--- src/rtl/lock_table_pkg.sv ---
package lock_table_pkg;
  typedef enum logic [1:0] {
    DEC_PASS  = 2'd0,
    DEC_BLOCK = 2'd1,
    DEC_CLAIM = 2'd2,
    DEC_FREE  = 2'd3
  } lock_dec_e;
endpackage

--- src/rtl/lock_entry.sv ---
module lock_entry #(
  parameter int ADDR_W = 16,
  parameter int TAG_W  = 4
) (
  input  logic              clk_i,
  input  logic              rst_ni,
  input  logic              set_i,
  input  logic              clr_i,
  input  logic [ADDR_W-1:0] addr_i,
  input  logic [TAG_W-1:0]  tag_i,
  output logic              used_o,
  output logic              hit_o,
  output logic [TAG_W-1:0]  owner_o
);
  logic [ADDR_W-1:0] addr_q;
  logic [TAG_W-1:0]  tag_q;
  logic              used_q;

  always_ff @(posedge clk_i or negedge rst_ni) begin
    if (!rst_ni) begin
      used_q <= 1'b0;
      addr_q <= '0;
      tag_q  <= '0;
    end else if (set_i) begin
      used_q <= 1'b1;
      addr_q <= addr_i;
      tag_q  <= tag_i;
    end else if (clr_i) begin
      used_q <= 1'b0;
    end
  end

  assign used_o  = used_q;
  assign hit_o   = used_q && (addr_q == addr_i);
  assign owner_o = tag_q;
endmodule

--- src/rtl/lock_free_pick.sv ---
module lock_free_pick #(
  parameter int N = 4
) (
  input  logic [N-1:0] used_i,
  output logic         free_any_o,
  output logic [N-1:0] pick_o
);
  // lowest clear bit as a one-hot vector
  assign pick_o     = ~used_i & (used_i + N'(1));
  assign free_any_o = ~&used_i;
endmodule

--- src/rtl/lock_decide.sv ---
module lock_decide
  import lock_table_pkg::*;
#(
  parameter int N     = 4,
  parameter int TAG_W = 4
) (
  input  logic                  valid_i,
  input  logic                  lock_i,
  input  logic [TAG_W-1:0]      tag_i,
  input  logic [N-1:0]          hit_i,
  input  logic [N-1:0][TAG_W-1:0] owner_i,
  input  logic                  free_any_i,
  output lock_dec_e             dec_o,
  output logic                  grant_o,
  output logic                  stall_o
);
  logic             hit_any;
  logic [TAG_W-1:0] hit_owner;
  logic             is_owner;

  always_comb begin
    hit_owner = '0;
    for (int i = 0; i < N; i++) begin
      if (hit_i[i]) hit_owner = hit_owner | owner_i[i];
    end
  end

  assign hit_any  = |hit_i;
  assign is_owner = hit_any && (hit_owner == tag_i);

  always_comb begin
    if (!valid_i)                    dec_o = DEC_PASS;
    else if (hit_any && !is_owner)   dec_o = DEC_BLOCK;
    else if (hit_any)                dec_o = lock_i ? DEC_PASS : DEC_FREE;
    else if (lock_i && !free_any_i)  dec_o = DEC_BLOCK;
    else if (lock_i)                 dec_o = DEC_CLAIM;
    else                             dec_o = DEC_PASS;
  end

  assign stall_o = valid_i && (dec_o == DEC_BLOCK);
  assign grant_o = valid_i && (dec_o != DEC_BLOCK);
endmodule

--- src/rtl/lock_table.sv ---
module lock_table
  import lock_table_pkg::*;
#(
  parameter int NUM_ENTRIES = 4,
  parameter int ADDR_W      = 16,
  parameter int TAG_W       = 4
) (
  input  logic              clk_i,
  input  logic              rst_ni,
  input  logic              req_valid_i,
  input  logic [ADDR_W-1:0] req_addr_i,
  input  logic [TAG_W-1:0]  req_tag_i,
  input  logic              req_we_i,
  input  logic              req_lock_i,
  output logic              req_grant_o,
  output logic              req_stall_o,
  output logic              table_full_o
);
  localparam int N = NUM_ENTRIES;

  logic [N-1:0]            used_vec;
  logic [N-1:0]            hit_vec;
  logic [N-1:0][TAG_W-1:0] owner_vec;
  logic [N-1:0]            pick_vec;
  logic [N-1:0]            set_vec;
  logic [N-1:0]            clr_vec;
  logic                    free_any;
  lock_dec_e               dec;

  lock_free_pick #(.N(N)) u_pick (
    .used_i     (used_vec),
    .free_any_o (free_any),
    .pick_o     (pick_vec)
  );

  lock_decide #(.N(N), .TAG_W(TAG_W)) u_decide (
    .valid_i    (req_valid_i),
    .lock_i     (req_lock_i),
    .tag_i      (req_tag_i),
    .hit_i      (hit_vec),
    .owner_i    (owner_vec),
    .free_any_i (free_any),
    .dec_o      (dec),
    .grant_o    (req_grant_o),
    .stall_o    (req_stall_o)
  );

  assign set_vec = (dec == DEC_CLAIM) ? pick_vec : '0;
  assign clr_vec = (dec == DEC_FREE)  ? hit_vec  : '0;

  for (genvar g = 0; g < N; g++) begin : g_entry
    lock_entry #(.ADDR_W(ADDR_W), .TAG_W(TAG_W)) u_entry (
      .clk_i   (clk_i),
      .rst_ni  (rst_ni),
      .set_i   (set_vec[g]),
      .clr_i   (clr_vec[g]),
      .addr_i  (req_addr_i),
      .tag_i   (req_tag_i),
      .used_o  (used_vec[g]),
      .hit_o   (hit_vec[g]),
      .owner_o (owner_vec[g])
    );
  end

  assign table_full_o = &used_vec;
endmodule

--- config.mk ---
export PLATFORM = sky130hd
export DESIGN_NAME = lock_table
export DESIGN_NICKNAME = d
export VERILOG_FILES = /design/src/rtl/lock_table_pkg.sv /design/src/rtl/lock_entry.sv /design/src/rtl/lock_free_pick.sv /design/src/rtl/lock_decide.sv /design/src/rtl/lock_table.sv
export SDC_FILE = /design/constraint.sdc
export NUM_CORES = 1
export LEC_CHECK = 0
export BUFFER_PORTS_ARGS = -buffer_cell sky130_fd_sc_hd__buf_4
export CAP_MARGIN = 10
export CORE_MARGIN = 1
export CORE_UTILIZATION = 43
export DETAILED_ROUTE_END_ITERATION = 10
export SLEW_MARGIN = 20
export SYNTH_ARGS = -nofsm -noshare
export SYNTH_HDL_FRONTEND = slang
export SYNTH_HIERARCHICAL = 1
export SYNTH_SLANG_ARGS = --single-unit
--- constraint.sdc ---
create_clock -name clk_i -period 3.1 [get_ports clk_i]
set_input_delay 0.62 -clock clk_i [delete_from_list [all_inputs] [get_ports clk_i]]
set_output_delay 0.62 -clock clk_i [all_outputs]
set_load 0.005 [all_outputs]
==> out/results.ini <==
[die]
die_y_um=100
die_area_um2=10000
io_pins=28
core_area_um2=9280
die_width_um=100
floorplan.initialDensity_pct=44.6
rows=35

[critical_path]
startpoint_type=primary input
rr_endpoint=g_entry[1].u_entry/addr_q[3]
reg2reg_slack_ps=-410
crit_top_cell=buf_4
path_max_fanout=7
r2r_start=g_entry[0].u_entry/addr_q[13]
critPathKind=primary input to output port
arrival_ps=3010
cpPeakStageDelay_ps=660
cp-end-kind=output port
crit_required_ps=2480
path_cells=buf_4 > buf_4 > xor2_1 > nor4_4 > nand4_1 > nor4_4 > buf_4 > buf_4 > or4_2 > buf_4 > a211oi_2 > buf_4
rr_worst_depth=16
cp_slowest_cell=or4_2
crit_start=req_addr_i[0]

[drt]
ant_nets=0
wirelength_mm=8.60
wl_per_cell_um=16.4
vias=2638
drc_errors=0
drt_first_pass_iters=4
drtIter0Drc=50
vias_per_cell=5.02

[grt]
grt_pass1_wl_mm=14.3
grt_overflow=0
grt_pass1_vias=2768
grt_use_total_pct=19.0
antenna_found_initial=0
grt_start_max_net_pins=85

[logic_synthesis]
synthXorXnorAreaFrac_pct=14.4
synthAdderAreaFrac_pct=0
ys_seq_elements=84
avgSynthCellArea_um2=13.5
synth_area_um2=4140
synth_top_family_by_area=multiplexers
syn-num-nets=332
synthMuxAreaShare_pct=21.8
synth_top_area_share_pct=50.8
synth_cell_types=29
synth_warnings=6
ys_seq_area_share_pct=50.8
ys_top_cells_by_area=dfrtp_1 51%, mux2_2 22%, xnor2_1 11%
synth_cells=307
synth_compound_gate_area_share_pct=3.75
netlist.top_cell.by_area=dfrtp_1
yosys.area_share.simple_pct=7.80

[timing]
period_needed_ps=3630
hold_violations=0
fmax_mhz=275
report.final.slew_viol_count=0
rsz0062_at_grt=yes
timing.final.setup_violations=86
finClkSkew_ps=10.2
worstMarginPinSlew_ps=773
whs_ps=328
setup_slack_ps=-532
period_share_pct=117
slew-limit-headroom_pct=48.5

[placed_design]
dp_hpwl_mm=6.06
pre_cts_ws_ps=-950
routabilityCongestion=0.759
dp_cells=501
port_buffers=26

[layout]
mostFrequentLayoutCells=84 x dfrtp_1, 72 x mux2_2, 67 x buf_4, 52 x xnor2_1, 14 x xor2_1
diodes=0
regArea_um2=2100
layout_commonest_cell=dfrtp_1
post-route-util_pct=58.1
multi_input_area_um2=2140
nets=417
instances_no_fill=525
area_growth_pct=30.4
fill_cells=776
drive_gt1_share_pct=51.3

[status]
violations=setup timing
outcome=complete, but fails checks

[power_and_ir_drop]
swShare_pct=29.3
p_int_mw=3.12
ir_drop_uv=401
p_sw_mw=1.29
combPwrFrac_pct=33.6
pwr-share-clk_pct=21.1
p_per_area_nw_per_um2=818
p_leak_nw=2.32
seqPwrFrac_pct=45.3

[clocking]
cts-root-buf=clkbuf_8
htreeDepth=3
cts-buffers-inserted=9
cts_sinks=84
clk_latency_ps=350
clock_path_buffers=2
cts_tree=done
clkSlewWorstSetupHoldPaths_ps=80

[hold_path]
holdCritPathClass=primary input to async pin

[run]
drv_cap=0

==> worst max path at each step <==
stage,depth (start not counted),slack (ps),to
final,12,-530,req_stall_o
after global routing,13,-650,req_stall_o
after CTS,14,-610,req_grant_o
after detailed placement,16,-950,g_entry[2].u_entry/addr_q[10]
after global placement,16,-1000,g_entry[1].u_entry/addr_q[10]
after floorplan,12,-230,g_entry[0].u_entry/addr_q[0]
==> state kept, by name, indices dropped and copies added, names as in the netlist <==
name                     flops
g_entry.u_entry/used_o       4
g_entry.u_entry/owner_o     16
g_entry.u_entry/addr_q      64
==> kinds of logic after synthesis <==
group	Yosys count
simple gates	45
buf+inv	14
flops	84
mux	80
xor+xnor	68
compound gates	16
==> area by class of cell <==
class | instances | share of cell area, %
clock buffer | 10 | 2.55
clock inverter | 5 | 1.86
inverter | 6 | 0.417
multi-input combinational | 209 | 39.7
sequential | 84 | 39.0
tap | 129 | 2.99
timing repair buffer | 82 | 13.6
==> timing repair <==
action / 4_1_cts / 5_1_grt
setup endpoints to repair: 86 / 86
pin swaps: 9 / 7
cloned: 0 / 0
hold buffers: 0 / 0
gates resized for setup: 19 / 1
buffers inserted: 7 / 2
==> cells in the mapped netlist <==
cell       number
a211oi_1        1
a21o_1          4
a221oi_1        1
a221oi_2        3
a22o_1          3
a22o_2          1
a311oi_1        1
and3_2          4
and3b_1         4
and3b_2         1
and4_1          1
and4b_1         1
buf_2           8
dfrtp_1        84
inv_1           6
mux2_2         80
nand2_1         5
nand3_1         1
nand4_1        13
nor2_1          1
nor2b_1         2
nor3_1          1
nor4_1          5
nor4_2          5
o211a_1         1
o2bb2ai_1       1
or4_2           1
xnor2_1        52
xor2_1         16
==> power by group through the flow <==
stage	registers (mW)	logic (mW)	clock network, mW
final	2.00	1.48	0.932
after global routing	2.07	1.63	0.997
after CTS	2.00	1.50	0.963
after detailed placement	2.01	1.43	0
after global placement	1.98	1.40	0
after floorplan	1.92	1.07	0
==> worst max-delay path: cells and delay by family <==
family                    cells  cell delay, ps
AOI/OAI and AO/OA             1             260
and+or+nand+nor               4             980
xor gates and xnor gates      1             240
buffers and inverters         6             910
==> routing by layer <==
| metal | up-vias | part of all wire, % | GRT usage, % |
|---|---|---|---|
| met2 | 25 | 50 | 32.0 |
| met5 | - | 0 | 0 |
| met3 | 8 | 2.0 | 2.79 |
| met1 | 1333 | 47 | 25.1 |
| met4 | 0 | 1.4 | 6.69 |
| li1 | 1272 | - | - |
==> per-stage QoR <==
stage	area (µm²)	setup TNS (ps)	power [mW]
6_report	5400	-33260	4.41
5_1_grt	5400	-48760	4.69
4_1_cts	5370	-41870	4.46
3_5_place_dp	4970	-78320	3.44
3_3_place_gp	4970	-82930	3.38
2_1_floorplan	4270	-17480	2.99
(Power assumes the default switching activity.)
